<file path="config.mk">
export PLATFORM = sky130hd
export DESIGN_NAME = bw_ctrl_top
export DESIGN_NICKNAME = d
export VERILOG_FILES = /design/src/rtl/bw_ctrl_pkg.sv /design/src/rtl/bw_ctrl_reg.sv /design/src/rtl/bw_lane_dec.sv /design/src/rtl/bw_oe_pipe.sv /design/src/rtl/bw_ctrl_top.sv
export SDC_FILE = /design/constraint.sdc
export NUM_CORES = 1
export LEC_CHECK = 0
export CAP_MARGIN = 20
export CORE_AREA = 2 2 39 41
export DETAILED_ROUTE_END_ITERATION = 8
export DIE_AREA = 0 0 41 43
export DONT_BUFFER_PORTS = 1
export GPL_TIMING_DRIVEN = 1
export PLACE_DENSITY_LB_ADDON = 0.12
export SLEW_MARGIN = 20
export SYNTH_ARGS = -nofsm -noshare
export SYNTH_HDL_FRONTEND = slang
export SYNTH_HIERARCHICAL = 1
export SYNTH_SLANG_ARGS = --single-unit
</file>
<file path="constraint.sdc">
create_clock -name clk_i -period 2.3 [get_ports clk_i]
set_clock_uncertainty 0.15 [all_clocks]
set_input_delay 0.345 -clock clk_i [delete_from_list [all_inputs] [get_ports clk_i]]
set_output_delay 0.345 -clock clk_i [all_outputs]
set_load 0.005 [all_outputs]
</file>
<file path="src/rtl/bw_ctrl_pkg.sv">
package bw_ctrl_pkg;
  typedef struct packed {
    logic sel;
    logic gw;
    logic bwe;
  } ctrl_t;
endpackage

</file>
<file path="src/rtl/bw_ctrl_reg.sv">
module bw_ctrl_reg
  import bw_ctrl_pkg::*;
#(
  parameter int LANES = 4
) (
  input  logic             clk_i,
  input  logic             rst_ni,
  input  logic [2:0]       cs_ni,
  input  logic             gw_ni,
  input  logic             bwe_ni,
  input  logic [LANES-1:0] bw_ni,
  output ctrl_t            ctrl_q_o,
  output logic [LANES-1:0] bw_q_o
);
  ctrl_t            ctrl_q;
  logic [LANES-1:0] bw_q;

  always_ff @(posedge clk_i or negedge rst_ni) begin
    if (!rst_ni) begin
      ctrl_q <= '0;
      bw_q   <= '0;
    end else begin
      ctrl_q.sel <= ~|cs_ni;
      ctrl_q.gw  <= ~gw_ni;
      ctrl_q.bwe <= ~bwe_ni;
      bw_q       <= ~bw_ni;
    end
  end

  assign ctrl_q_o = ctrl_q;
  assign bw_q_o   = bw_q;
endmodule

</file>
<file path="src/rtl/bw_lane_dec.sv">
module bw_lane_dec
  import bw_ctrl_pkg::*;
#(
  parameter int LANES = 4
) (
  input  ctrl_t            ctrl_i,
  input  logic [LANES-1:0] bw_i,
  output logic [LANES-1:0] wr_lane_o,
  output logic             rd_req_o
);
  for (genvar i = 0; i < LANES; i++) begin : g_lane
    // global write wins over per-lane strobes
    assign wr_lane_o[i] = ctrl_i.sel & (ctrl_i.gw | (ctrl_i.bwe & bw_i[i]));
  end

  assign rd_req_o = ctrl_i.sel & ~|wr_lane_o;
endmodule

</file>
<file path="src/rtl/bw_oe_pipe.sv">
module bw_oe_pipe (
  input  logic clk_i,
  input  logic rst_ni,
  input  logic rd_req_i,
  input  logic wr_any_i,
  input  logic oe_ni,
  output logic drive_en_o
);
  logic rd_q;

  always_ff @(posedge clk_i or negedge rst_ni) begin
    if (!rst_ni) rd_q <= 1'b0;
    else         rd_q <= rd_req_i;
  end

  assign drive_en_o = rd_q & ~oe_ni & ~wr_any_i;

  AST_DRIVE_NEEDS_RD: assert property (@(posedge clk_i) disable iff (!rst_ni)
    drive_en_o |-> $past(rd_req_i));
  AST_DESEL_RELEASE: assert property (@(posedge clk_i) disable iff (!rst_ni)
    !rd_req_i |=> !drive_en_o);
  AST_OE_GATES: assert property (@(posedge clk_i) disable iff (!rst_ni)
    oe_ni |-> !drive_en_o);
  AST_WR_NO_DRIVE: assert property (@(posedge clk_i) disable iff (!rst_ni)
    wr_any_i |-> !drive_en_o);
endmodule

</file>
<file path="src/rtl/bw_ctrl_top.sv">
module bw_ctrl_top
  import bw_ctrl_pkg::*;
#(
  parameter int LANES = 4
) (
  input  logic             clk_i,
  input  logic             rst_ni,
  input  logic             cs_a_ni,
  input  logic             cs_b_ni,
  input  logic             cs_c_ni,
  input  logic             gw_ni,
  input  logic             bwe_ni,
  input  logic [LANES-1:0] bw_ni,
  input  logic             oe_ni,
  output logic [LANES-1:0] wr_lane_o,
  output logic             drive_en_o
);
  localparam logic [LANES-1:0] ALL_LANES = '1;

  ctrl_t            ctrl_q;
  logic [LANES-1:0] bw_q;
  logic             rd_req;
  logic             cs_ok;

  initial assert (LANES == 2 || LANES == 4 || LANES == 8);

  bw_ctrl_reg #(.LANES(LANES)) i_reg (
    .clk_i   (clk_i),
    .rst_ni  (rst_ni),
    .cs_ni   ({cs_c_ni, cs_b_ni, cs_a_ni}),
    .gw_ni   (gw_ni),
    .bwe_ni  (bwe_ni),
    .bw_ni   (bw_ni),
    .ctrl_q_o(ctrl_q),
    .bw_q_o  (bw_q)
  );

  bw_lane_dec #(.LANES(LANES)) i_dec (
    .ctrl_i   (ctrl_q),
    .bw_i     (bw_q),
    .wr_lane_o(wr_lane_o),
    .rd_req_o (rd_req)
  );

  bw_oe_pipe i_oe (
    .clk_i     (clk_i),
    .rst_ni    (rst_ni),
    .rd_req_i  (rd_req),
    .wr_any_i  (|wr_lane_o),
    .oe_ni     (oe_ni),
    .drive_en_o(drive_en_o)
  );

  assign cs_ok = !cs_a_ni && !cs_b_ni && !cs_c_ni;

  AST_RESET_QUIET: assert property (@(posedge clk_i)
    !rst_ni |-> (wr_lane_o == '0 && !drive_en_o));
  AST_GW_ALL: assert property (@(posedge clk_i) disable iff (!rst_ni)
    (cs_ok && !gw_ni) |=> wr_lane_o == ALL_LANES);
  AST_BYTE_LANES: assert property (@(posedge clk_i) disable iff (!rst_ni)
    (cs_ok && gw_ni && !bwe_ni) |=> wr_lane_o == ~$past(bw_ni));
  AST_NO_MASTER: assert property (@(posedge clk_i) disable iff (!rst_ni)
    (gw_ni && bwe_ni) |=> wr_lane_o == '0);
  AST_DESEL_NO_WR: assert property (@(posedge clk_i) disable iff (!rst_ni)
    !cs_ok |=> wr_lane_o == '0);
endmodule

</file>
==> results of run 1 <==
==> final cells by class <==
type / count / area, um2
clock buffers: 3 / 22.5
inverters: 6 / 22.5
multi-input cells: 13 / 92.6
fillers: 146 / 936
well taps: 16 / 20.0
flip-flops and latches: 8 / 200
repair buffers: 9 / 90.1
==> power groups by stage <==
stage	sequential (W)	combinational [W]	clock, W
finish	0.000153	0.0000250	0.000103
global route	0.000153	0.0000284	0.000119
CTS	0.000153	0.0000254	0.000111
detailed placement	0.000155	0.0000113	0
global placement	0.000154	0.0000111	0
floorplan	0.000153	0.00000951	0
==> state kept, by name (all words and copies together) (netlist names) <==
name / flops
i_reg/bw_q_o: 4
i_reg/ctrl_q_o: 3
i_oe/rd_q: 1
==> worst max-delay path, cell delays in order, from the launching register on <==
cell     delay, ns
dfrtp_1       0.41
a21oi_1       0.15
nor2b_1       0.08
or4_1         0.54
nor3b_2       0.19
==> what timing repair did <==
item	CTS	global route
hold buffers	9	0
endpoints found under the hold margin	15	0
resized for setup	0	0
==> metrics by stage <==
stage                     setup WS (ns)  util [%]  power [W]  area (um2)  instances
after floorplan                   0.516         -   0.000163         315         27
after global placement            0.433      24.2   0.000165         335         43
after detailed placement          0.440      24.2   0.000166         335         43
after CTS                         0.161      32.4   0.000289         448         55
after global routing             0.0754      32.4   0.000301         448         55
final                             0.185      32.4   0.000281         448         55
==> logic make-up after synthesis <==
| family | share of synthesized area (%) |
|---|---|
| simple gates | 20.2 |
| flops | 63.5 |
| buf+inv | 7.14 |
| compound gates | 9.13 |
==> worst max-delay path by stage <==
stage	start	to	slack, ns	cells after the start
final	i_reg/ctrl_q_o[0]$_DFF_PN0_	drive_en_o	0.19	4
after global routing	i_reg/ctrl_q_o[0]$_DFF_PN0_	drive_en_o	0.08	4
after CTS	i_reg/ctrl_q_o[0]$_DFF_PN0_	drive_en_o	0.16	4
after detailed placement	i_reg/ctrl_q_o[0]$_DFF_PN0_	drive_en_o	0.44	4
after global placement	i_reg/ctrl_q_o[0]$_DFF_PN0_	drive_en_o	0.43	4
after floorplan	i_reg/ctrl_q_o[0]$_DFF_PN0_	drive_en_o	0.52	4
==> synth_stat cells <==
cell type | count | area, um2
nor3b_2 | 1 | 12.5
a21oi_1 | 4 | 20.0
nor2b_1 | 4 | 25.0
or4_1 | 1 | 7.51
dfrtp_1 | 8 | 200
nor3_2 | 1 | 10.0
inv_1 | 6 | 22.5
o41ai_1 | 1 | 8.76
and3b_1 | 1 | 8.76
==> routing by layer <==
| layer | global-route usage [%] | vias to the layer above | share of wire, % |
|---|---|---|---|
| li1 | - | 112 | - |
| met1 | 9.03 | 107 | 38 |
| met2 | 12.5 | 14 | 49 |
| met3 | 4.71 | 0 | 12 |
| met4 | 6.00 | 0 | 0 |
| met5 | 0 | - | 0 |
==> reports/metrics.cfg, run 1 <==
[outcome]
status = completed

[timing]
hold_viol = 0
max_freq_mhz = 473
tightest_slew_ns = 0.355
rsz0062_at_grt = false
fin_crit_sh_pct = 91.9
hold_ws_ns = 0.291
setup-violations-final = 0
drv_slew = 0
period_needed_ns = 2.11
relSlewSlack_pct = 76.3
setup_tns_ns = 0

[worst_setup_path]
timing.rr.start = i_reg/bw_q_o[3]$_DFF_PN0_
endpoint_kind = output port
cp-start-kind = flop
arrival_ns = 1.62
reg2reg_slack_ns = 1.15
r2r-end = i_oe/rd_q$_DFF_PN0_
crit_required_ns = 1.80
crit_fanout = 5
critPathKind = flop to output port
worstRegToRegCells = 2

[die]
ioPinCount = 17
die-area_um2 = 1760
fp.coreArea_um2 = 1380
die_h_um = 43
placementRows = 14
initial_core_util_pct = 22.8
dieWidth_um = 41

[flow_run]
drv_cap = 0

[detailed_routing]
drtPass1Iterations = 2
drtIter0Drc = 3
vias = 233
wl_um = 617
wire_per_inst_um = 11.2
drt_drc_violations_left = 0
vias_per_cell = 4.24
antenna_left = 0

[power_and_ir_drop]
power.switching_w = 0.0000585
irDropWorstVdd_mv = 0.225
p_leak_nw = 0.219
p_int_w = 0.000222
pwr-share-comb_pct = 8.9
pwr-share-clk_pct = 36.7
sw_frac_of_total_pct = 20.8
power_density_nw_per_um2 = 627
seqPwrFrac_pct = 54.4

[yosys]
synth-seq-cells = 8
seq_area_frac_synth_pct = 63.5
syn_nets = 39
syn_inst = 27
yosys_warnings = 6
synth_cell_types = 9
syn_avg_cell_area_um2 = 11.7
synth_area_um2 = 315

[global_route]
grt_pass1_wl_um = 945
gr-total-overflow = 0
first_global_vias = 259
antenna_found_initial = 0
grt.total_usage_pct = 8.64
grt_start_max_net_pins = 9

[finish]
drive_above_1_share_pct = 12.8
final_cell_mix = 9 x dlygate4sd3_1, 8 x dfrtp_1, 6 x inv_1
diodes = 0
mostFrequentLayoutCell = dlygate4sd3_1
area_growth_pct = 42.1
fin_nets = 53

[cts]
htree_num_levels = 1
cts_tree = built
clk_latency_ns = 0.25
cts_made_buffers = 3
cts_setup_buffers = 0
clk_pin_slew_ns = 0.05
numClockSinks = 8
clockRootBuffer = clkbuf_4
cts_buffer_depth = 2

[place]
portBuffers = 0
place_congestion = 0.628

[worst_hold_path]
min_path_type = primary input to asynchronous set/reset pin

(Power assumes the default switching activity.)
==> run 2, diff against run 1 <==
--- a/config.mk
+++ b/config.mk
@@ -12,8 +12,7 @@
 export DONT_BUFFER_PORTS = 1
 export GPL_TIMING_DRIVEN = 1
 export PLACE_DENSITY_LB_ADDON = 0.12
-export SLEW_MARGIN = 20
+export SLEW_MARGIN = 10
 export SYNTH_ARGS = -nofsm -noshare
 export SYNTH_HDL_FRONTEND = slang
-export SYNTH_HIERARCHICAL = 1
 export SYNTH_SLANG_ARGS = --single-unit
==> constraint.sdc (replaced) <==
create_clock -name clk_i -period 2.66 [get_ports clk_i]
set_clock_uncertainty 0.15 [all_clocks]
set_input_delay 0.399 -clock clk_i [delete_from_list [all_inputs] [get_ports clk_i]]
set_output_delay 0.399 -clock clk_i [all_outputs]
set_load 0.005 [all_outputs]
==> run 2 against run 1 <==
Sequential share of layout area is 7.1 points higher. Cell count down 7.3%. Utilization shrank 4.4 points. Clock power decreased by 17%. Flip-flop and latch count unchanged. Largest power group unchanged.
==> reports/metrics.cfg, run 2 <==
[timing]
max_freq_mhz = 573
hold_viol = 0  ; unchanged
relSlewSlack_pct = 77.7  ; +1.4 points
rsz0062_at_grt = false
setup_tns_ns = 0  ; unchanged
hold_ws_ns = 0.0561  ; -0.235 ns
fin_crit_sh_pct = 65.7
drv_slew = 0  ; unchanged
tightest_slew_ns = 0.334  ; -0.0209 ns
period_needed_ns = 1.75
setup-violations-final = 0  ; unchanged

[global_route]
gr-total-overflow = 0  ; unchanged
first_global_vias = 223  ; -14%
antenna_found_initial = 0  ; unchanged
grt_pass1_wl_um = 959  ; +1.5%
grt_start_max_net_pins = 9  ; unchanged
grt.total_usage_pct = 8.55  ; -0.093 points

[detailed_routing]
vias_per_cell = 4.27  ; +0.90%
wl_um = 538  ; -13%
drtPass1Iterations = 1  ; -1
wire_per_inst_um = 10.5  ; -6.0%
drtIter0Drc = 0  ; -3
antenna_left = 0  ; unchanged
drt_drc_violations_left = 0  ; unchanged
vias = 218  ; -6.4%

[flow_run]
drv_cap = 0  ; unchanged

[yosys]
yosysTopAreaCellShare_pct = 59.9  ; -3.6 points
synth_most_common_cell = inv_1
async_flop_share_pct = 100  ; unchanged
synth_cell_types = 9  ; unchanged
yosysTopAreaCell = dfrtp_1
syn_avg_cell_area_um2 = 10.8  ; -7.7%
yosys_warnings = 0  ; -6
synth_top_flop_cell = dfrtp_1
seq_area_frac_synth_pct = 59.9  ; -3.6 points
syn_inst = 31  ; +15%
synthTopCellsByCount = 9 x inv_1, 8 x dfrtp_1, 4 x a21oi_1, 4 x nor2b_1, 2 x nand2_1
syn_nets = 43  ; +10%
synth-seq-cells = 8  ; unchanged
synthTopCellsByArea = dfrtp_1 60%, inv_1 10%, nor2b_1 7.5%
synth_area_um2 = 334  ; +6.0%
synth_edf_count = 0  ; unchanged

[cts]
cts_setup_buffers = 0  ; unchanged
cts_resized = 0  ; unchanged
clk_latency_ns = 0.24  ; about the same
clk_pin_slew_ns = 0.05  ; about the same
htree_num_levels = 1  ; unchanged
cts_tree = built
cts_buffer_depth = 2  ; unchanged
hold_buffers = 1  ; -8
clockRootBuffer = clkbuf_4
numClockSinks = 8  ; unchanged
cts_made_buffers = 3  ; unchanged

[die]
fp.coreArea_um2 = 1380  ; unchanged
ioPinCount = 17  ; unchanged
dieWidth_um = 41  ; unchanged
die-area_um2 = 1760  ; unchanged
placementRows = 14  ; unchanged
die_h_um = 43  ; unchanged
initial_core_util_pct = 24.1  ; +1.4 points

[worst_setup_path]
cp-start-kind = flop
endpoint_kind = output port
arrival_ns = 1.20  ; -0.42 ns
slowest_delay_ns = 0.40  ; -0.14 ns
cp_cell_sequence = nor4_4 > o2111a_1
cp_num_buf_inv = 0  ; unchanged
crit_fanout = 2  ; -3
critPathSlowestCell = dfrtp_1
crit_required_ns = 2.11  ; +0.31 ns
crit_family = flip-flops
critPathKind = flop to output port

[power_and_ir_drop]
power_w = 0.000232  ; -17%
irDropWorstVdd_mv = 0.245  ; +8.8%
p_leak_nw = 0.202  ; -7.7%
power_density_nw_per_um2 = 600  ; -4.3%

[finish]
mostFrequentLayoutCell = inv_1
area_growth_pct = 15.7
fill_cells = 150  ; +2.7%
diodes = 0  ; unchanged
fin_nets = 49  ; -7.5%
drive_above_1_share_pct = 11.4  ; -1.4 points
largest_register_ffs = 4  ; unchanged
final_core_util_pct = 27.9  ; -4.4 points
final_cell_mix = 9 x inv_1, 8 x dfrtp_1, 4 x a21oi_1, 4 x nor2b_1, 3 x clkbuf_4

[place]
place_congestion = 0.694  ; +11%
portBuffers = 0  ; unchanged
dp_hpwl_um = 458

[worst_hold_path]
min_path_type = primary input to flop

[outcome]
status = completed

run 2: cell types whose count changed in the layout (fill, tap and decap cells not counted), sizes merged:
cell / previous run / this run
or4: 1 / 0
nor3b: 1 / 0
o211a: 0 / 1
nand2: 0 / 2
o2111a: 0 / 1
nor4: 0 / 1
and3b: 1 / 0
dlygate4sd3: 9 / 1
inv: 6 / 9
o41ai: 1 / 0
run 2: layer usage:
layer	part of all wire, %	vias up	wire length, um	track usage, %
met2	47	14	254	10.9
li1	-	106	-	-
met4	0	0	0	6.00
met3	12	0	67	5.24
met1	40	98	216	10.1
met5	0	-	0	0
run 2: area by class of cell:
cell class | count | area [um2] | area share [%]
Clock buffer | 3 | 22.5 | 5.83
Inverter | 9 | 33.8 | 8.74
Multi-Input combinational cell | 14 | 100 | 25.9
Sequential cell | 8 | 200 | 51.8
Tap cell | 16 | 20.0 | 5.18
Timing Repair Buffer | 1 | 10.0 | 2.59
run 2: worst paths after layout:
kind	from	endpoint	slack, ns	depth (start not counted)
setup reg to reg	i_reg.bw_q_o[3]$_DFF_PN0_	i_oe.rd_q$_DFF_PN0_	1.58	2
setup / recovery	i_reg.bw_q_o[3]$_DFF_PN0_	drive_en_o	0.91	2
max in group asynchronous	rst_ni	i_reg.bw_q_o[3]$_DFF_PN0_	1.77	1
hold reg to reg	i_reg.ctrl_q_o[2]$_DFF_PN0_	i_oe.rd_q$_DFF_PN0_	0.45	1
min in group asynchronous	rst_ni	i_oe.rd_q$_DFF_PN0_	0.34	1
hold / removal	bw_ni[1]	i_reg.bw_q_o[1]$_DFF_PN0_	0.06	1
run 2: power breakdown:
part	switching [W]	internal [W]
combinational	0.00000629	0.00000557
clock	0.0000346	0.0000512
sequential	0.00000664	0.000128
total	0.0000476	0.000184
run 2: kinds of logic after synthesis:
logic type / Yosys count / synth area share (%)
buf+inv: 9 / 10.1
compound gates: 6 / 12.4
simple gates: 8 / 17.6
flops: 8 / 59.9
run 2: per-stage QoR:
stage / setup slack, ns / instance area, um2 / cells
3_5_place_dp: 1.16 / 354 / 47
5_1_grt: 0.840 / 387 / 51
6_report: 0.913 / 387 / 51
2_1_floorplan: 1.22 / 334 / 31
3_3_place_gp: 1.19 / 354 / 47
4_1_cts: 0.886 / 387 / 51
run 2: worst register-to-register path, cell delays in order (launching register included):
cell and delay, ns:
dfrtp_1 0.40, nor4_4 0.31, o211a_1 0.17
